### config.mk
export PLATFORM = sky130hd
export DESIGN_NAME = zc_sampler
export DESIGN_NICKNAME = d
export VERILOG_FILES = /design/src/rtl/zc_sampler.sv
export SDC_FILE = /design/constraint.sdc
export NUM_CORES = 1
export LEC_CHECK = 0
export ABC_AREA = 1
export BUFFER_PORTS_ARGS = -buffer_cell sky130_fd_sc_hd__buf_2
export CORE_ASPECT_RATIO = 1.4
export CORE_MARGIN = 5
export CORE_UTILIZATION = 45
export CTS_CLUSTER_SIZE = 30
export DETAILED_ROUTE_END_ITERATION = 8
export PLACE_DENSITY = 0.66
export SLEW_MARGIN = 20
export SYNTH_ARGS = -nofsm -noshare
export SYNTH_HDL_FRONTEND = slang
export SYNTH_SLANG_ARGS = --single-unit
### constraint.sdc
create_clock -name clk -period 1.7 [get_ports clk]
set_input_delay 0.17 -clock clk [delete_from_list [all_inputs] [get_ports clk]]
set_output_delay 0.17 -clock clk [all_outputs]
set_load 0.03 [all_outputs]
### src/rtl/zc_sampler.sv
module zc_sampler #(
  parameter int BLANK_W     = 8,
  parameter int SYNC_STAGES = 2
) (
  input  logic               clk,
  input  logic               rst_n,
  input  logic               pwm_i,
  input  logic [2:0]         cmp_i,
  input  logic [2:0]         sector_i,
  input  logic               dir_rev_i,
  input  logic [BLANK_W-1:0] blank_i,
  output logic               held_o,
  output logic               zc_o
);

  localparam int LAST = SYNC_STAGES - 1;

  logic [2:0] sync_q [SYNC_STAGES];

  for (genvar g = 0; g < SYNC_STAGES; g++) begin : g_sync
    always_ff @(posedge clk or negedge rst_n) begin
      if (!rst_n) sync_q[g] <= '0;
      else if (g == 0) sync_q[g] <= cmp_i;
      else sync_q[g] <= sync_q[(g == 0) ? 0 : g - 1];
    end
  end

  // sector table: floating phase index and base rising polarity
  logic [1:0] float_idx;
  logic       sec_valid;
  logic       base_rise;

  always_comb begin
    sec_valid = 1'b1;
    case (sector_i)
      3'd0, 3'd3: float_idx = 2'd2;
      3'd1, 3'd4: float_idx = 2'd1;
      3'd2, 3'd5: float_idx = 2'd0;
      default: begin
        float_idx = 2'd0;
        sec_valid = 1'b0;
      end
    endcase
  end

  assign base_rise = ~sector_i[0];

  logic cmp_float;
  logic exp_lvl;

  assign cmp_float = sync_q[LAST][float_idx];
  assign exp_lvl   = base_rise ^ dir_rev_i;

  // blanking after each PWM rise
  logic               pwm_q;
  logic [BLANK_W-1:0] blank_q;

  always_ff @(posedge clk or negedge rst_n) begin
    if (!rst_n) begin
      pwm_q   <= 1'b0;
      blank_q <= '0;
    end else begin
      pwm_q <= pwm_i;
      if (pwm_i && !pwm_q) blank_q <= blank_i;
      else if (pwm_i && blank_q != '0) blank_q <= blank_q - 1'b1;
    end
  end

  // step tracking
  logic [2:0] sector_q;
  logic       dir_q;
  logic       step_chg;

  assign step_chg = (sector_i != sector_q) || (dir_rev_i != dir_q);

  logic sample_en;
  assign sample_en = pwm_i && pwm_q && (blank_q == '0) && sec_valid && !step_chg;

  logic held_q, ref_ok, armed, zc_q;
  logic hit;

  assign hit = ref_ok && armed && (cmp_float != held_q) && (cmp_float == exp_lvl);

  always_ff @(posedge clk or negedge rst_n) begin
    if (!rst_n) begin
      sector_q <= '0;
      dir_q    <= 1'b0;
      held_q   <= 1'b0;
      ref_ok   <= 1'b0;
      armed    <= 1'b1;
      zc_q     <= 1'b0;
    end else begin
      sector_q <= sector_i;
      dir_q    <= dir_rev_i;
      zc_q     <= 1'b0;
      if (step_chg) begin
        armed  <= 1'b1;
        ref_ok <= 1'b0;
      end else if (sample_en) begin
        held_q <= cmp_float;
        ref_ok <= 1'b1;
        if (hit) begin
          zc_q  <= 1'b1;
          armed <= 1'b0;
        end
      end
    end
  end

  assign held_o = held_q;
  assign zc_o   = zc_q;

  p_hold_off_time_r1: assert property (@(posedge clk) disable iff (!rst_n)
    !pwm_i |=> $stable(held_o));

  p_rise_edge_blanked_r2: assert property (@(posedge clk) disable iff (!rst_n)
    $rose(pwm_i) |=> $stable(held_o));

  p_pulse_is_change_r4: assert property (@(posedge clk) disable iff (!rst_n)
    zc_o |-> (held_o != $past(held_o)));

  p_pulse_polarity_r5: assert property (@(posedge clk) disable iff (!rst_n)
    zc_o |-> (held_o == $past(exp_lvl)));

  p_single_pulse_r7: assert property (@(posedge clk) disable iff (!rst_n)
    zc_o |=> !zc_o);

  p_invalid_sector_r9: assert property (@(posedge clk) disable iff (!rst_n)
    (sector_i > 3'd5) |=> (!zc_o && $stable(held_o)));

  p_needs_pwm_r4: assert property (@(posedge clk) disable iff (!rst_n)
    zc_o |-> $past(pwm_i));

endmodule

==> metrics.yaml, run 1 <==
comb_power_share_pct: 28.1
drt_iter0_drc: 38
post-route-util_pct: 57.25
initial_core_util_pct: 46.73
ff2ff_path_depth: 10
syn_inst: 128
avgRoutedWirePerCell_um: 12.03
tightest_slew_ps: 491.7
tns_ps: 0
clkTransAtPathRegs_ps: 130
setup_viol: 0
fin_area_sq_mm: 0.001369
dr.pass1.iters: 4
clock_sinks: 23
slew_viol_final: 0
period_share_pct: 93.46
overflow: 0
skew_ps: 6.908
switching_share_pct: 33.93
cts_tree: "done"
hold_viol: 0
crit_type: "reg -> reg"
worstHoldStart: "sector_i[0]"
vias: 976
dp_slack_ps: 123.5
area_growth_pct: 22.51
status: "complete, no violations"
ant_nets: 0
cts_buffer_depth: 2
fin_cells: 194
io_buffers: 19
clockPowerShare_pct: 20.4
clockRootBuffer: "clkbuf_4"
cellLeakagePower_nw: 0.6905
grtUsageTotal_pct: 15.23
syn_area_per_cell_sq_um: 8.729
p_switching_mw: 0.4320
wl_met3_um: 114
p_per_area_mw_per_mm2: 930.1
crit_required_ps: 1920
die_area_sq_mm: 0.003594
antenna_found_initial: 0
rsz0062_at_grt: "false"
hold_class: "in -> reg"
setup_ws_ps: 111.3
fp.dieH_um: 68.96
start_kind: "register"
ys_seq_elements: 23
cap_violations: 0
drcViolationCount: 0
r2r_slack_ps: 110
grt_max_degree: 24
wl_met1_um: 946
cts_hold_buf: 8
holdPathEnd: "sector_q[0]"
htree_levels: 1
grt_pass1_wl_mm: 4.105
layout-drive-gt1-share_pct: 19.38
cts_setup_buffers: 0
vdd_drop_max_mv: 0.6242
grt_pass1_vias: 1005
row_count: 21
die-width_um: 52.12
via_per_inst: 5.031
nets: 181
seq_area_frac_synth_pct: 51.62
synth_area_sq_mm: 0.001117
wl_met2_mm: 1.222
clock_latency_ps: 320
power.share.sequential_pct: 51.5
crit_path_end_kind: "register"
place_area_sq_mm: 0.001259
arrival_ps: 1810
place_inst: 182
ios: 20
routed.top_layer: "met4"
reg2reg_to: "blank_q[7]"
r2r-start: "blank_q[0]"
syn_nets: 148
gp_congestion: 0.8744
numCtsBuffers: 3
insertedDiodeCount: 0
crit_fanout: 13
cts_resized: 0
slew_headroom_pct: 67.22
coreArea_sq_mm: 0.002391
ys_types: 23
fmax_mhz: 629.4
fin_crit_ps: 1589
p_int_mw: 0.8412
yosysWarnings: 0
place_hpwl_mm: 1.783
hold_path_depth: 1
wirelength_mm: 2.334
## synth_stat cells
master | count | area, sq um
nand2_1 | 23 | 86.33
inv_1 | 16 | 60.06
nand3_1 | 9 | 45.04
xor2_1 | 7 | 61.31
ha_1 | 2 | 25.02
o32ai_1 | 1 | 8.760
o211ai_1 | 2 | 15.01
nor3_1 | 1 | 5.000
buf_6 | 1 | 11.26
dfstp_2 | 1 | 26.28
nor2_2 | 1 | 6.260
nor3_4 | 1 | 16.27
nand4_1 | 3 | 18.77
or2_1 | 1 | 6.260
o21ai_0 | 14 | 70.07
nand2_2 | 1 | 6.260
and2_1 | 2 | 12.51
dfrtp_1 | 22 | 550.5
a21oi_1 | 3 | 15.01
nor2_1 | 13 | 48.80
o21ai_2 | 1 | 8.760
inv_2 | 1 | 3.750
o21ai_1 | 2 | 10.01
## cell type report
type                    count  area (sq um)
flip-flops and latches     23         576.8
fillers                   230          1022
repair buffers             29         190.2
clock inverters             1         7.507
multi-input cells          87         465.4
clock buffers               3         22.52
inverters                  17         63.81
well taps                  34         42.54
## power groups by stage
stage	Sequential, mW	Clock, mW	Combinational [mW]
final	0.656	0.260	0.358
after global routing	0.666	0.287	0.407
after CTS	0.657	0.275	0.360
after detailed placement	0.668	0	0.342
after global placement	0.664	0	0.330
after floorplan	0.657	0	0.251
## through the flow
| step | total power, mW | hold WS (ps) |
|---|---|---|
| 2_1_floorplan | 0.9077 | -125.6 |
| 3_3_place_gp | 0.9942 | 165.0 |
| 3_5_place_dp | 1.010 | 164.5 |
| 4_1_cts | 1.291 | 8.563 |
| 5_1_grt | 1.360 | 8.320 |
| 6_report | 1.273 | 19.63 |
## sequential cells by signal, indices dropped and copies added, names as in the netlist
register,cells
sector_q,3
dir_q,1
zc_o,1
pwm_q,1
ref_ok,1
held_o,1
armed,1
sync_q,6
blank_q,8
## layout by cell type, fill, tap and decap left out, drive strengths merged, types with 7 or more instances in the layout
master / n
nand2: 24
dfrtp: 22
buf: 21
inv: 17
o21ai: 17
nor2: 14
nand3: 9
dlygate4sd3: 8
xor2: 7
## critical path, stage by stage (launching register included)
cell	delay [ps]
dfrtp_1	400
inv_1	130
ha_1	170
nand3_1	120
nor3_4	180
o21ai_2	70
buf_4	170
inv_1	100
nor2_1	50
nand2_1	40
o21ai_0	70
## worst max path at each step
stage,endpoint,cells past startpoint,startpoint,slack [ps]
finish,blank_q[7],10,blank_q[0],110
global route,blank_q[7],10,blank_q[0],40
CTS,blank_q[7],10,blank_q[0],110
detailed placement,blank_q[7],10,blank_q[0],120
global placement,blank_q[7],10,blank_q[0],240
floorplan,blank_q[1],8,blank_q[0],350
## cells by family after synthesis
family / count (synthesis) / synth area share, %
fa+ha+maj: 2 / 2.239
simple gates: 55 / 22.51
xor+xnor: 7 / 5.487
flops: 23 / 51.62
buf+inv: 18 / 6.719
compound gates: 23 / 11.42
## per-layer routing
layer | vias to the layer above | global-route usage [%]
met4 | 0 | 7.213
li1 | 476 | -
met1 | 471 | 16.78
met2 | 24 | 27.83
met3 | 5 | 2.796
met5 | - | 0
(Power assumes the default switching activity.)
==> run 2, diff against run 1 <==
BUFFER_PORTS_ARGS = default   (was -buffer_cell sky130_fd_sc_hd__buf_2)
DONT_BUFFER_PORTS = 1   (was default)
PLACE_DENSITY = 0.59   (was 0.66)
==> run 2 against run 1 <==
Wire length is 3.0% higher. First-iteration DRC count is 34% lower. Sequential cell count stayed put. Register-to-register slack hardly changed. Critical endpoint unchanged. Largest power group unchanged.
==> metrics.yaml, run 2 (synthesis results as in run 1) <==
die_area_sq_mm: 0.003594  # unchanged
cts_buffer_depth: 2  # unchanged
dr.pass1.iters: 4  # unchanged
largestRegisters: "blank_q: 8 flops, sync_q: 6 flops, sector_q: 3 flops"  # unchanged
crit_path_end_kind: "register"  # unchanged
insertedDiodeCount: 0  # unchanged
vdd_drop_max_mv: 0.6084  # was 0.6242 mV
layout-drive-gt1-share_pct: 9.722  # was 19.38%
rsz0062_at_grt: "false"  # unchanged
grt_max_degree: 24  # unchanged
io_buffers: 0  # was 19
clock_latency_ps: 310  # was 320 ps
cts_setup_buffers: 0  # unchanged
skew_ps: 2.877  # was 6.908 ps
cts_tree: "done"  # unchanged
largest_reg_flops: 8  # unchanged
nets: 165  # was 181
crit_type: "reg -> reg"  # unchanged
ant_nets: 0  # unchanged
tightest_slew_ps: 506.6  # was 491.7 ps
clkTransAtPathRegs_ps: 130  # about the same
timing.critical_path.mode_cell: "inv_1"  # unchanged
grtUsageTotal_pct: 16.50  # was 15.23%
crit_fanout: 13  # unchanged
hold_path_depth: 2  # was 1
via_per_inst: 5.090  # was 5.031
crit_required_ps: 1910  # was 1920 ps
cellLeakagePower_nw: 0.6253  # was 0.6905 nW
hold_class: "in -> reg"  # unchanged
period_share_pct: 93.09  # was 93.46%
clock_sinks: 23  # unchanged
ios: 20  # unchanged
ff2ff_path_depth: 10  # unchanged
mostFrequentLayoutCells: "23 x nand2_1, 22 x dfrtp_1, 16 x inv_1"  # was 23 x nand2_1, 22 x dfrtp_1, 19 x buf_2
hold_viol: 0  # unchanged
grt_pass1_vias: 952  # was 1005
clockRootBuffer: "clkbuf_4"  # unchanged
avgRoutedWirePerCell_um: 13.51  # was 12.03 um
mostFrequentLayoutCell: "nand2_1"  # unchanged
slowest_stage: "dfrtp_1"  # unchanged
fmax_mhz: 631.9  # was 629.4 MHz
fin_worst_hold_slack_ps: 24.29  # was 19.63 ps
worst_path_largest_cell_delay_ps: 400  # about the same
slew_headroom_pct: 66.23  # was 67.22%
cts_resized: 0  # unchanged
initial_core_util_pct: 46.73  # unchanged
status: "complete, no violations"  # unchanged
antenna_found_initial: 0  # unchanged
setup_viol: 0  # unchanged
vias: 906  # was 976
arrival_ps: 1790  # was 1810 ps
wirelength_mm: 2.404  # was 2.334 mm
slew_viol_final: 0  # unchanged
coreArea_sq_mm: 0.002391  # unchanged
cap_violations: 0  # unchanged
post-route-util_pct: 54.21  # was 57.25%
start_kind: "register"  # unchanged
tns_ps: 0  # unchanged
drt_iter0_drc: 25  # was 38
row_count: 21  # unchanged
place_hpwl_mm: 1.712  # was 1.783 mm
p_per_area_mw_per_mm2: 968.3  # was 930.1 mW/mm^2
overflow: 0  # unchanged
die-width_um: 52.12  # unchanged
gp_congestion: 0.8230  # was 0.8744
top_register: "blank_q"  # unchanged
numCtsBuffers: 3  # unchanged
fp.dieH_um: 68.96  # unchanged
fin_crit_ps: 1583  # was 1589 ps
grt_pass1_wl_mm: 4.243  # was 4.105 mm
area_growth_pct: 16.01  # was 22.51%
drcViolationCount: 0  # unchanged
fillers: 233  # was 230
path_cells: "inv_1 -> ha_1 -> nand3_1 -> nor3_4 -> o21ai_2 -> buf_4 -> inv_1 -> nor2_1 -> nand2_1 -> o21ai_0"  # unchanged
htree_levels: 1  # unchanged
run 2: cell types whose count changed in the layout (fill, tap and decap cells not counted), sizes merged:
cell / delta
buf: -17
dlygate4sd3: +1
run 2: critical path: cells and delay by family, from the launching register on:
family / cells / cell delay (ps)
buf+inv: 3 / 370
simple gates: 4 / 400
compound gates: 2 / 140
flops: 1 / 400
fa+ha+maj: 1 / 160
run 2: worst paths after layout:
| path | from | to | slack (ps) |
|---|---|---|---|
| setup / recovery | blank_q[0] | blank_q[7] | 120 |
| hold / removal | blank_i[5] | blank_q[5] | 20 |
| setup reg to reg | blank_q[0] | blank_q[7] | 120 |
| hold reg to reg | sync_q[3] | sync_q[0] | 360 |
| max in group asynchronous | rst_n | armed | 1000 |
| min in group asynchronous | rst_n | pwm_q | 340 |
run 2: repair_timing:
| action | 4_1_cts | 5_1_grt |
|---|---|---|
| endpoints found under the setup margin | 0 | 0 |
| endpoints found under the hold margin | 31 | 22 |
| hold buffers | 9 | 1 |
run 2: metrics by stage:
step | total power [mW] | instance area, sq um | setup WS (ps) | cells
after floorplan | 0.9077 | 1117 | 348.7 | 128
after global placement | 0.9671 | 1171 | 212.7 | 164
after detailed placement | 0.9770 | 1171 | 146.0 | 164
after CTS | 1.271 | 1291 | 139.4 | 177
after global routing | 1.361 | 1296 | 1.233 | 178
final | 1.255 | 1296 | 117.4 | 178
run 2: cell type report:
type,count,area [sq um],area share (%)
flip-flops and latches,23,576.8,44.50
multi-input cells,87,465.4,35.91
clock inverters,1,7.507,0.5792
clock buffers,3,22.52,1.737
well taps,34,42.54,3.282
inverters,17,63.81,4.923
repair buffers,13,117.6,9.073
run 2: layer usage:
layer	vias to the layer above	wire length [um]	part of all wire (%)	track usage, %
li1	447	-	-	-
met1	431	962	40	18.39
met2	24	1280	53	30.03
met3	4	127	5.3	2.796
met4	0	34	1.4	7.869
met5	-	0	0	0
run 2: report_power, final:
part,switching (mW),internal (mW),total [mW],leakage (nW)
Combinational,0.213,0.126,0.339,0.334
Sequential,0.0431,0.615,0.658,0.277
Clock,0.169,0.0898,0.259,0.0139
==> run 3, diff against run 2 <==
CTS_BUF_LIST = sky130_fd_sc_hd__clkbuf_8   (was default)
==> run 3 against run 2 <==
Worst setup slack worse by 1.5 ps. Critical path depth down 2. Sequential power barely moved. Non-clock buffer count stayed put. Clock skew hardly changed. Largest power group unchanged. Highest routed layer unchanged.
==> metrics.yaml, run 3 (synthesis results as in run 1) <==
fin_cells: 178  # unchanged
cts_buffer_depth: 2  # unchanged
fin_area_sq_mm: 0.001315  # was 0.001296 sq mm
drt_iter0_drc: 26  # was 25
fin_worst_hold_slack_ps: 83.60  # was 24.29 ps
wirelength_mm: 2.410  # was 2.404 mm
die-width_um: 52.12  # unchanged
cellLeakagePower_nw: 0.6331  # was 0.6253 nW
grt_max_degree: 24  # unchanged
slowest_stage: "dfrtp_1"  # unchanged
status: "complete, no violations"  # unchanged
ant_nets: 0  # unchanged
cap_violations: 0  # unchanged
p_per_area_mw_per_mm2: 1016  # was 968.3 mW/mm^2
gp_congestion: 0.8230  # unchanged
period_share_pct: 93.18  # was 93.09%
insertedDiodeCount: 0  # unchanged
setup_ws_ps: 115.9  # was 117.4 ps
clockRootBuffer: "clkbuf_8"  # was clkbuf_4
worst_path_largest_cell_delay_ps: 380  # was 400 ps
overflow: 0  # unchanged
start_kind: "register"  # unchanged
post-route-util_pct: 55.00  # was 54.21%
place_area_sq_mm: 0.001171  # unchanged
slew_headroom_pct: 66.40  # was 66.23%
antenna_found_initial: 0  # unchanged
ios: 20  # unchanged
skew_ps: 2.611  # was 2.877 ps
fmax_mhz: 631.3  # was 631.9 MHz
coreArea_sq_mm: 0.002391  # unchanged
grt_pass1_vias: 951  # was 952
path_cells: "inv_1 -> ha_1 -> nand3_1 -> nor3_4 -> o21ai_2 -> buf_4 -> o21ai_0 -> o21ai_0"  # was inv_1 -> ha_1 -> nand3_1 -> nor3_4 -> o21ai_2 -> buf_4 -> inv_1 -> nor2_1 -> nand2_1 -> o21ai_0
crit_required_ps: 1840  # was 1910 ps
cts_resized: 0  # unchanged
largest_reg_flops: 8  # unchanged
slew_viol_final: 0  # unchanged
setup_viol: 0  # unchanged
grtUsageTotal_pct: 16.36  # was 16.50%
place_hpwl_mm: 1.712  # unchanged
io_buffers: 0  # unchanged
avgRoutedWirePerCell_um: 13.54  # was 13.51 um
layout-drive-gt1-share_pct: 9.722  # unchanged
rsz0062_at_grt: "false"  # unchanged
clock_sinks: 23  # unchanged
fin_total_pwr_mw: 1.336  # was 1.255 mW
fin_crit_ps: 1584  # was 1583 ps
hold_class: "in -> reg"  # unchanged
cp_top_family: "flip-flops"  # unchanged
dp_slack_ps: 146.0  # unchanged
mostFrequentLayoutCells: "23 x nand2_1, 22 x dfrtp_1, 16 x inv_1"  # unchanged
arrival_ps: 1720  # was 1790 ps
initial_core_util_pct: 46.73  # unchanged
critical_path_buf_inv_count: 2  # was 3
grt_pass1_wl_mm: 4.250  # was 4.243 mm
crit_type: "reg -> reg"  # unchanged
die_area_sq_mm: 0.003594  # unchanged
largestRegisters: "blank_q: 8 flops, sync_q: 6 flops, sector_q: 3 flops"  # unchanged
mostFrequentLayoutCell: "nand2_1"  # unchanged
hold_viol: 0  # unchanged
place_inst: 164  # unchanged
nets: 165  # unchanged
cts_hold_buf: 9  # unchanged
htree_levels: 1  # unchanged
dr.pass1.iters: 4  # unchanged
numCtsBuffers: 3  # unchanged
clock_latency_ps: 260  # was 310 ps
tightest_slew_ps: 504.0  # was 506.6 ps
area_growth_pct: 17.69  # was 16.01%
vias: 893  # was 906
row_count: 21  # unchanged
clkTransAtPathRegs_ps: 80  # was 130 ps
timing.critical_path.mode_cell: "o21ai_0"  # was inv_1
cts_setup_buffers: 0  # unchanged
via_per_inst: 5.017  # was 5.090
top_register: "blank_q"  # unchanged
vdd_drop_max_mv: 0.6446  # was 0.6084 mV
fp.dieH_um: 68.96  # unchanged
tns_ps: 0  # unchanged
crit_path_end_kind: "register"  # unchanged
cts_tree: "done"  # unchanged
crit_fanout: 13  # unchanged
drcViolationCount: 0  # unchanged
==> run 3: cell type report <==
cell class | instances | area, sq um
Sequential cell | 23 | 576.8
Multi-Input combinational cell | 87 | 465.4
Clock inverter | 1 | 7.507
Tap cell | 34 | 42.54
Inverter | 17 | 63.81
Clock buffer | 3 | 41.29
Fill cell | 235 | 1076
Timing Repair Buffer | 13 | 117.6
==> run 3: worst paths after layout <==
| kind | from | to | slack, ps | cells past startpoint |
|---|---|---|---|---|
| worst min-delay path | blank_i[5] | blank_q[5] | 80 | 2 |
| min in group asynchronous | rst_n | dir_q | 400 | 2 |
| worst min register to register | sync_q[3] | sync_q[0] | 350 | 0 |
| max in group asynchronous | rst_n | armed | 940 | 2 |
| worst max register to register | blank_q[0] | blank_q[6] | 120 | 8 |
| worst max-delay path | blank_q[0] | blank_q[6] | 120 | 8 |
==> run 3: worst register-to-register path, stage by stage (launching register included) <==
cell     delay, ps
dfrtp_1        380
inv_1          110
ha_1           160
nand3_1        120
nor3_4         180
o21ai_2         70
buf_4          170
o21ai_0        140
o21ai_0        140
==> run 3: report_power, final <==
part,internal [mW],switching (mW)
sequential,0.615,0.0429
combinational,0.126,0.212
clock,0.166,0.175
total,0.907,0.429
==> run 3: metal layers <==
metal	track usage, %	vias up	part of all wire, %
li1	-	446	-
met1	18.66	426	42
met2	29.72	17	52
met3	2.796	4	4.5
met4	6.885	0	1.5
met5	0	-	0
